<file path="config.mk">
export PLATFORM = sky130hd
export DESIGN_NAME = sa_serial_rx
export DESIGN_NICKNAME = d
export VERILOG_FILES = /design/src/rtl/sa_rx_pkg.sv /design/src/rtl/sa_rx_timing_gen.sv /design/src/rtl/sa_rx_ext_sync.sv /design/src/rtl/sa_rx_deframer.sv /design/src/rtl/sa_serial_rx.sv
export SDC_FILE = /design/constraint.sdc
export NUM_CORES = 1
export LEC_CHECK = 0
export ABC_AREA = 1
export CAP_MARGIN = 15
export CORE_MARGIN = 2
export CORE_UTILIZATION = 64
export CTS_BUF_LIST = sky130_fd_sc_hd__clkbuf_8
export CTS_CLUSTER_SIZE = 30
export DETAILED_ROUTE_END_ITERATION = 10
export PLACE_DENSITY = 0.88
export SYNTH_ARGS = -nofsm -noshare
export SYNTH_HDL_FRONTEND = slang
export SYNTH_SLANG_ARGS = --single-unit
</file>
<file path="constraint.sdc">
create_clock -name clk -period 5.66 [get_ports clk]
set_clock_uncertainty 0.15 [all_clocks]
set_input_delay 1.415 -clock clk [delete_from_list [all_inputs] [get_ports clk]]
set_output_delay 1.415 -clock clk [all_outputs]
set_load 0.005 [all_outputs]
</file>
<file path="src/rtl/sa_rx_pkg.sv">
package sa_rx_pkg;
  localparam int SLOT_W     = 8;
  localparam int NUM_SLOTS  = 9;
  localparam int FRAME_BITS = SLOT_W * NUM_SLOTS;
  localparam int RDI_POS    = 0;
  localparam int REI_POS    = SLOT_W;
  localparam int K1_POS     = 2 * SLOT_W;
  localparam int K2_POS     = 3 * SLOT_W;
  localparam int USED_BITS  = 4 * SLOT_W;

  typedef struct packed {
    logic              rdi;
    logic [SLOT_W-1:0] rei;
    logic [SLOT_W-1:0] k1;
    logic [SLOT_W-1:0] k2;
  } sa_fields_t;
endpackage

</file>
<file path="src/rtl/sa_rx_timing_gen.sv">
module sa_rx_timing_gen
  import sa_rx_pkg::*;
#(
  parameter int DIV = 8
) (
  input  logic clk,
  input  logic rst_n,
  input  logic en,
  output logic tick,
  output logic frm_at_tick,
  output logic out_clk,
  output logic out_frm
);
  localparam int DIV_W = $clog2(DIV);
  localparam int BIT_W = $clog2(FRAME_BITS);
  localparam logic [DIV_W-1:0] DIV_LAST = DIV_W'(DIV - 1);
  localparam logic [DIV_W-1:0] DIV_HALF = DIV_W'(DIV / 2);
  localparam logic [BIT_W-1:0] BIT_LAST = BIT_W'(FRAME_BITS - 1);

  logic [DIV_W-1:0] div_q, div_d;
  logic [BIT_W-1:0] bit_q, bit_d;

  always_comb begin
    div_d = div_q;
    bit_d = bit_q;
    if (!en) begin
      div_d = '0;
      bit_d = '0;
    end else if (div_q == DIV_LAST) begin
      div_d = '0;
      bit_d = (bit_q == BIT_LAST) ? '0 : bit_q + 1'b1;
    end else begin
      div_d = div_q + 1'b1;
    end
  end

  always_ff @(posedge clk or negedge rst_n) begin
    if (!rst_n) begin
      div_q <= '0;
      bit_q <= '0;
    end else begin
      div_q <= div_d;
      bit_q <= bit_d;
    end
  end

  assign tick        = en && (div_q == DIV_LAST);
  assign frm_at_tick = (bit_q == '0);
  assign out_clk     = en && (div_q < DIV_HALF);
  assign out_frm     = en && (bit_q == '0);

  // the frame pulse opens together with a bit clock high phase
  a_r2_frm_with_clk: assert property (@(posedge clk) disable iff (!rst_n)
    $rose(out_frm) |-> $rose(out_clk));
  // sampling point is followed by the start of the next bit period
  a_r5_tick_then_rise: assert property (@(posedge clk) disable iff (!rst_n)
    tick |=> (out_clk || !en));
endmodule

</file>
<file path="src/rtl/sa_rx_ext_sync.sv">
module sa_rx_ext_sync (
  input  logic clk,
  input  logic rst_n,
  input  logic ext_clk,
  input  logic ext_frm,
  input  logic ext_dat,
  output logic tick,
  output logic frm_at_tick,
  output logic bit_at_tick
);
  logic clk_s1, clk_s2, clk_d;
  logic frm_s1, frm_s2;
  logic dat_s1, dat_s2;

  always_ff @(posedge clk or negedge rst_n) begin
    if (!rst_n) begin
      clk_s1 <= 1'b0;
      clk_s2 <= 1'b0;
      clk_d  <= 1'b0;
      frm_s1 <= 1'b0;
      frm_s2 <= 1'b0;
      dat_s1 <= 1'b0;
      dat_s2 <= 1'b0;
    end else begin
      clk_s1 <= ext_clk;
      clk_s2 <= clk_s1;
      clk_d  <= clk_s2;
      frm_s1 <= ext_frm;
      frm_s2 <= frm_s1;
      dat_s1 <= ext_dat;
      dat_s2 <= dat_s1;
    end
  end

  assign tick        = clk_s2 && !clk_d;
  assign frm_at_tick = frm_s2;
  assign bit_at_tick = dat_s2;

  // one sample per external rising edge
  a_r6_tick_gap: assert property (@(posedge clk) disable iff (!rst_n)
    tick |=> !tick);
endmodule

</file>
<file path="src/rtl/sa_rx_deframer.sv">
module sa_rx_deframer
  import sa_rx_pkg::*;
#(
  parameter int ERR_W = 8
) (
  input  logic             clk,
  input  logic             rst_n,
  input  logic             mode,
  input  logic             tick,
  input  logic             frm,
  input  logic             bit_in,
  output sa_fields_t       fields,
  output logic             valid,
  output logic [ERR_W-1:0] err_cnt
);
  localparam int CNT_W = $clog2(FRAME_BITS + 2);
  localparam int IDX_W = $clog2(USED_BITS);
  localparam logic [CNT_W-1:0] CNT_FULL = CNT_W'(FRAME_BITS);
  localparam logic [CNT_W-1:0] CNT_OVF  = CNT_W'(FRAME_BITS + 1);
  localparam logic [CNT_W-1:0] CNT_USED = CNT_W'(USED_BITS);

  logic [CNT_W-1:0]     cnt_q, cnt_d;
  logic                 started_q, started_d;
  logic                 mode_q;
  logic [USED_BITS-1:0] stage_q, stage_d;
  sa_fields_t           fields_q, fields_d;
  logic                 valid_q, valid_d;
  logic [ERR_W-1:0]     err_q, err_d;

  always_comb begin
    cnt_d     = cnt_q;
    started_d = started_q;
    stage_d   = stage_q;
    fields_d  = fields_q;
    valid_d   = 1'b0;
    err_d     = err_q;
    if (mode != mode_q) begin
      started_d = 1'b0;
      cnt_d     = '0;
    end else if (tick) begin
      if (frm) begin
        if (started_q && (cnt_q == CNT_FULL)) begin
          valid_d      = 1'b1;
          fields_d.rdi = stage_q[RDI_POS];
          for (int i = 0; i < SLOT_W; i++) begin
            fields_d.rei[SLOT_W-1-i] = stage_q[REI_POS+i];
            fields_d.k1[SLOT_W-1-i]  = stage_q[K1_POS+i];
            fields_d.k2[SLOT_W-1-i]  = stage_q[K2_POS+i];
          end
        end else if (started_q && (err_q != '1)) begin
          err_d = err_q + 1'b1;
        end
        started_d        = 1'b1;
        cnt_d            = CNT_W'(1);
        stage_d[RDI_POS] = bit_in;
      end else if (started_q) begin
        if (cnt_q < CNT_FULL) begin
          if (cnt_q < CNT_USED) stage_d[cnt_q[IDX_W-1:0]] = bit_in;
          cnt_d = cnt_q + 1'b1;
        end else begin
          cnt_d = CNT_OVF;
        end
      end
    end
  end

  always_ff @(posedge clk or negedge rst_n) begin
    if (!rst_n) begin
      cnt_q     <= '0;
      started_q <= 1'b0;
      mode_q    <= 1'b0;
      stage_q   <= '0;
      fields_q  <= '0;
      valid_q   <= 1'b0;
      err_q     <= '0;
    end else begin
      cnt_q     <= cnt_d;
      started_q <= started_d;
      mode_q    <= mode;
      stage_q   <= stage_d;
      fields_q  <= fields_d;
      valid_q   <= valid_d;
      err_q     <= err_d;
    end
  end

  assign fields  = fields_q;
  assign valid   = valid_q;
  assign err_cnt = err_q;

  // strobe lasts one clock
  a_r8_single_strobe: assert property (@(posedge clk) disable iff (!rst_n)
    valid_q |=> !valid_q);
  // fields move only with the strobe
  a_r8_hold_fields: assert property (@(posedge clk) disable iff (!rst_n)
    !valid_q |-> $stable(fields_q));
  // error count moves by single steps
  a_r7_err_step: assert property (@(posedge clk) disable iff (!rst_n)
    !$stable(err_q) |-> (err_q == $past(err_q) + 1'b1));
  // an accepted frame never counts as an error
  a_r7_accept_no_err: assert property (@(posedge clk) disable iff (!rst_n)
    valid_q |-> $stable(err_q));
  // bit counter stays within one past a full frame
  a_r7_cnt_bound: assert property (@(posedge clk) disable iff (!rst_n)
    cnt_q <= CNT_OVF);
  // a mode change cannot produce an update in the next clock
  a_r10_restart_quiet: assert property (@(posedge clk) disable iff (!rst_n)
    (mode != mode_q) |=> (!valid_q && $stable(err_q)));
endmodule

</file>
<file path="src/rtl/sa_serial_rx.sv">
module sa_serial_rx
  import sa_rx_pkg::*;
#(
  parameter int DIV   = 8,
  parameter int ERR_W = 8
) (
  input  logic              clk,
  input  logic              rst_n,
  input  logic              timing_own,
  input  logic              bit_clk_in,
  input  logic              frame_in,
  input  logic              ser_data,
  output logic              bit_clk_out,
  output logic              frame_out,
  output logic              rdi_flag,
  output logic [SLOT_W-1:0] rei_byte,
  output logic [SLOT_W-1:0] aps_k1,
  output logic [SLOT_W-1:0] aps_k2,
  output logic              word_valid,
  output logic [ERR_W-1:0]  bad_frame_cnt
);
  logic rst_m, rst_sys;

  always_ff @(posedge clk or negedge rst_n) begin
    if (!rst_n) begin
      rst_m   <= 1'b0;
      rst_sys <= 1'b0;
    end else begin
      rst_m   <= 1'b1;
      rst_sys <= rst_m;
    end
  end

  logic g_tick, g_frm;
  logic x_tick, x_frm, x_bit;
  logic rx_tick, rx_frm, rx_bit;
  sa_fields_t fields;

  sa_rx_timing_gen #(.DIV(DIV)) u_gen (
    .clk         (clk),
    .rst_n       (rst_sys),
    .en          (timing_own),
    .tick        (g_tick),
    .frm_at_tick (g_frm),
    .out_clk     (bit_clk_out),
    .out_frm     (frame_out)
  );

  sa_rx_ext_sync u_sync (
    .clk         (clk),
    .rst_n       (rst_sys),
    .ext_clk     (bit_clk_in),
    .ext_frm     (frame_in),
    .ext_dat     (ser_data),
    .tick        (x_tick),
    .frm_at_tick (x_frm),
    .bit_at_tick (x_bit)
  );

  assign rx_tick = timing_own ? g_tick   : x_tick;
  assign rx_frm  = timing_own ? g_frm    : x_frm;
  assign rx_bit  = timing_own ? ser_data : x_bit;

  sa_rx_deframer #(.ERR_W(ERR_W)) u_deframe (
    .clk     (clk),
    .rst_n   (rst_sys),
    .mode    (timing_own),
    .tick    (rx_tick),
    .frm     (rx_frm),
    .bit_in  (rx_bit),
    .fields  (fields),
    .valid   (word_valid),
    .err_cnt (bad_frame_cnt)
  );

  assign rdi_flag = fields.rdi;
  assign rei_byte = fields.rei;
  assign aps_k1   = fields.k1;
  assign aps_k2   = fields.k2;
endmodule

</file>
Yosys cells after proc, flatten, opt, wreduce, memory -nomap -nowiden:

Index checks and enable logic that the tools add are counted.

* flip-flop bits (word level): 94
* input port bits: 6
* output and inout port bits: 36
* logic and storage cells: 88

* add/sub/neg operators: 4
* order comparisons: 5
* equality and inequality tests: 6
* mux-type cells: 27
* bitwise gates (word level): 3
* reduce and logical (&&, ||, !) cells: 21

Operators by type and width (count)
* $mux W7: 8
* $bwmux W32: 1
* $mux W1: 15
* $add A7 B1 Y7 const B: 2
* $eq A7 B7 Y1 const B: 2
* $reduce_and A5 Y1: 2
* $reduce_bool A2 Y1: 5
* $add A8 B1 Y8 const B: 1
* $ne A8 B8 Y1 const B: 1
* $logic_and A1 B1 Y1: 7
* $logic_not A7 Y1: 1
* $lt A7 B6 Y1 const B: 1
* $lt A7 B7 Y1 const B: 1
* $lt A5 B6 Y1 const B: 1
* $mux W3: 2
* $reduce_and A6 Y1: 1
* $demux W1 S5: 1
* $ge A5 B1 Y1 const B: 1
* $reduce_and A2 Y1: 2
* $reduce_and A4 Y1: 1
* $add A3 B1 Y3 const B: 1
* $eq A3 B3 Y1 const B: 1
* $lt A3 B3 Y1 const B: 1
* $not A1 Y1: 3
* 4 further kinds: 4

Depth between registers and ports, before layout:

* depth after elaboration: 9
* depth in mapped cells: 12
* gate-level depth less buffers: 10

Modules after synthesis:

Synthesis repeated with hierarchy kept, for this count alone.

* cell total of the unflattened synthesis: 487
* area total of the unflattened synthesis: 4080.2 um^2

Modules (own cells, without submodules)
* sa_rx_deframer: instances 1, cells an instance 390, area an instance 3219.3 um^2
* sa_rx_timing_gen: instances 1, cells an instance 75, area an instance 584.3 um^2
* sa_rx_ext_sync: instances 1, cells an instance 9, area an instance 185.2 um^2
* sa_serial_rx: instances 1, cells an instance 13, area an instance 91.3 um^2

Least setup slack after synthesis:

No wires, ideal clock.

* path type: in2out
* start: input timing_own
* end: output frame_out
* arrival: 1.809 ns
* required time: 4.095 ns
* slack: 2.286 ns
* cell stages on the path: 3
* cell sequence: buf_6 > nand3_1 > nor2_2

* word-level cells in the longest chain between the ends: 1

RTL lines
* start: declaration: RTL line sa_serial_rx.sv:9 `input logic timing_own,`
* $logic_and A1 B1 Y1: RTL line sa_rx_timing_gen.sv:50 `assign out_frm = en && (bit_q == '0);`
* end: declaration: RTL line sa_serial_rx.sv:14 `output logic frame_out,`

Every way passes these cells.

Worst setup path after layout:

Ends and elaborated chain as after synthesis.

==> out/qor.csv <==
stage,metric,value,unit
sta,rsz_0062_raised_after_global_routing,no,
floorplanning,y_dimension_of_the_die,86.3,um
flow_run,max-cap-violations,0,
routing,antenna_left,0,
layout,num_antenna_cells,0,
grt,grt_use_total,0.264,
cts,worst_setup_hold_path_clk_slew,0.08,ns
grt,globalRouteOverflowTotal,0,
synthesis,synth-seq-cells,87,
routing,viasPerCell,5.70,
floorplanning,design.die.area,7450,sq um
critical_path,crit_type,in2out,
cts,cts-root-buf,sky130_fd_sc_hd__clkbuf_8,
grt,antenna_found_initial,0,
critical_path,worst_setup_path_startpoint,timing_own,
critical_path,crit_fanout,11,
routing,number_of_detailed_route_iterations_in_the_first_pass,7,
run_status,outcome,completed,
synthesis,synthesis.yosys.warnings,0,
placement,buffer_ports.inserted,41,
worst_hold_path,hold_class,reg2async,
critical_path,critical_path_required,4.09,ns
sta,setup_total_negative_slack,0,ns
routing,route.vias.total,3719,
grt,vias_in_the_first_global_route,3620,
floorplanning,floorplan.initialDensity,0.671,
grt,wire_length_of_the_first_global_routing_pass,15800,um
critical_path,rr_endpoint,u_deframe.stage_q[20],
sta,slew_viol_final,0,
cts,clk-insertion-delay-late,0.36,ns
sta,hold_slack,0.152,ns
cts,numCtsBuffers,9,
routing,drcViolationCount,0,
layout,area.sequential,2180,sq um
sta,layout_worst_path_cycle_share,0.827,
critical_path,critPathLaunchType,input pin,
layout,layout_commonest_cell,sky130_fd_sc_hd__nand2_1,
floorplanning,fp.coreArea,6460,sq um
grt,pin_count_of_the_biggest_net_entering_global_routing,86,
synthesis,synth.cell_area,4340,sq um
sta,setup_viol,0,
placement,gp_routability_congestion,0.949,
critical_path,worst_setup_path_endpoint,frame_out,
critical_path,timing.critical_path.arrival,3.12,ns
sta,finalCriticalPeriod,4.68,ns
sta,tightest_slew,1.00,ns
floorplanning,num_rows,29,
cts,ctsLongestPathBuffers,2,
routing,wl,9070,um
routing,drt_first_iter_violations,282,
floorplanning,io-pin-count,42,
cts,ctsHoldBuffers,0,
layout,area_growth_syn_to_layout,13.6,%
sta,max-slew-margin-rel,0.332,
sta,achievable-frequency,0.214,GHz
sta,finalHoldViolCount,0,
synthesis,synthesis.nets,551,
layout,fillCellCount,467,
critical_path,regToRegSetupSlack,3.17,ns
critical_path,cp-end-kind,output port,
cts,post_cts_buffers,0,
critical_path,timing.rr.start,u_gen.div_q[0],
synthesis,synth_seq_area_share,0.502,
cts,clock-sinks,87,
critical_path,worstRegToRegCells,9,
synthesis,synth.avg_cell_area,8.09,sq um
power,ir_worst_vdd,170,uV
routing,routed_wire_length_per_instance,13.9,um
layout,area_of_combinational_cells_with_multiple_inputs,1890,sq um
cts,post_cts_resize_count,0,
power,power.density_cell_area,236,nW/um^2
placement,detailedPlacementHpwl,5890,um
layout,most_used_cells_in_the_layout_excluding_fill_and_tap_cells,"sky130_fd_sc_hd__nand2_1, sky130_fd_sc_hd__dfrtp_1, sky130_fd_sc_hd__nor2_1",
layout,final_layout_size_suffix_gt1_frac,0.0696,
cts,clock_tree_from_tritoncts,done,
floorplanning,die_w,86.3,um
synthesis,synth.distinct_cells,29,
synthesis,synthCells,536,
power,total_leakage_power,2.54,nW
cts,number_of_levels_the_h_tree_was_split_into,3,
power,fin_total_pwr,1.17,mW
layout,post_layout_nets,586,
-- power by group --
part	switching, mW	internal, mW
Clock	0.209	0.165
Sequential	0.0241	0.640
Combinational	0.0801	0.0463
Total	0.314	0.852
-- sequential cells by signal (all words and copies together), names as in the netlist --
signal               count
u_sync.clk_s2            1
u_deframe.started_q      1
u_sync.bit_at_tick       1
rst_sys                  1
u_sync.frm_s1            1
u_sync.clk_d             1
u_sync.frm_at_tick       1
u_deframe.valid          1
u_deframe.cnt_q          7
u_sync.clk_s1            1
rst_m                    1
u_deframe.stage_q       25
u_deframe.err_cnt        8
u_deframe.fields        25
u_deframe.mode_q         1
u_sync.dat_s1            1
u_gen.div_q              3
u_gen.bit_q              7
-- how the worst min path moves through the flow --
stage | start | endpoint | cells past startpoint
floorplan | rst_m | rst_sys | 0
global route | rst_sys | u_deframe.stage_q[24] | 0
finish | rst_sys | u_deframe.err_cnt[1] | 0
global placement | u_sync.frm_s1 | u_sync.frm_at_tick | 0
detailed placement | u_sync.dat_s1 | u_sync.bit_at_tick | 0
CTS | u_sync.dat_s1 | u_sync.bit_at_tick | 0
-- synthesized netlist by cell type, drive strengths merged --
master	n	area (sq um)
nand3b	1	7.51
a21oi	4	20.0
clkbuf	6	22.5
nand3	49	255
a211oi	1	7.51
nor2	67	320
dfrtp	87	2180
o21ai	34	170
ha	9	113
nand2	184	718
or2	1	6.26
xor2	7	61.3
buf	13	95.1
nand4	29	181
nor3	5	25.0
inv	38	153
conb	1	3.75
-- worst max-delay path, stage by stage --
cell and delay (ns):
sky130_fd_sc_hd__clkdlybuf4s50_1 0.81, sky130_fd_sc_hd__nand3_1 0.16, sky130_fd_sc_hd__nor2_2 0.20, sky130_fd_sc_hd__clkdlybuf4s50_1 0.52
-- area by class of cell --
type | count | share of cell area
flip-flops and latches | 87 | 0.442
clock buffers | 10 | 0.0279
inverters | 38 | 0.0310
clock inverters | 5 | 0.00533
well taps | 77 | 0.0195
repair buffers | 43 | 0.0904
multi-input cells | 392 | 0.383
-- cell families after synthesis --
kind of cell | synth area share
AOI/OAI and AO/OA | 0.0456
xor gates and xnor gates | 0.0141
adders and majority gates | 0.0260
buffers and inverters | 0.0623
DFF | 0.502
other | 0.000865
and+or+nand+nor | 0.349
-- routing by layer --
layer / routed length, um / GRT usage / up-vias
li1: - / - / 1801
met2: 4590 / 0.450 / 136
met5: 0 / 0 / -
met4: 213 / 0.125 / 0
met3: 470 / 0.0514 / 25
met1: 3790 / 0.325 / 1757
-- through the flow --
step / utilization / setup WS [ns] / cells / area, sq um
floorplan: - / 2.29 / 536 / 4340
global placement: 0.733 / 1.03 / 636 / 4740
detailed placement: 0.733 / 0.991 / 636 / 4740
CTS: 0.759 / 0.995 / 651 / 4900
global route: 0.763 / 0.926 / 652 / 4930
finish: 0.763 / 0.977 / 652 / 4930
Power figures use the tool's default switching activity.
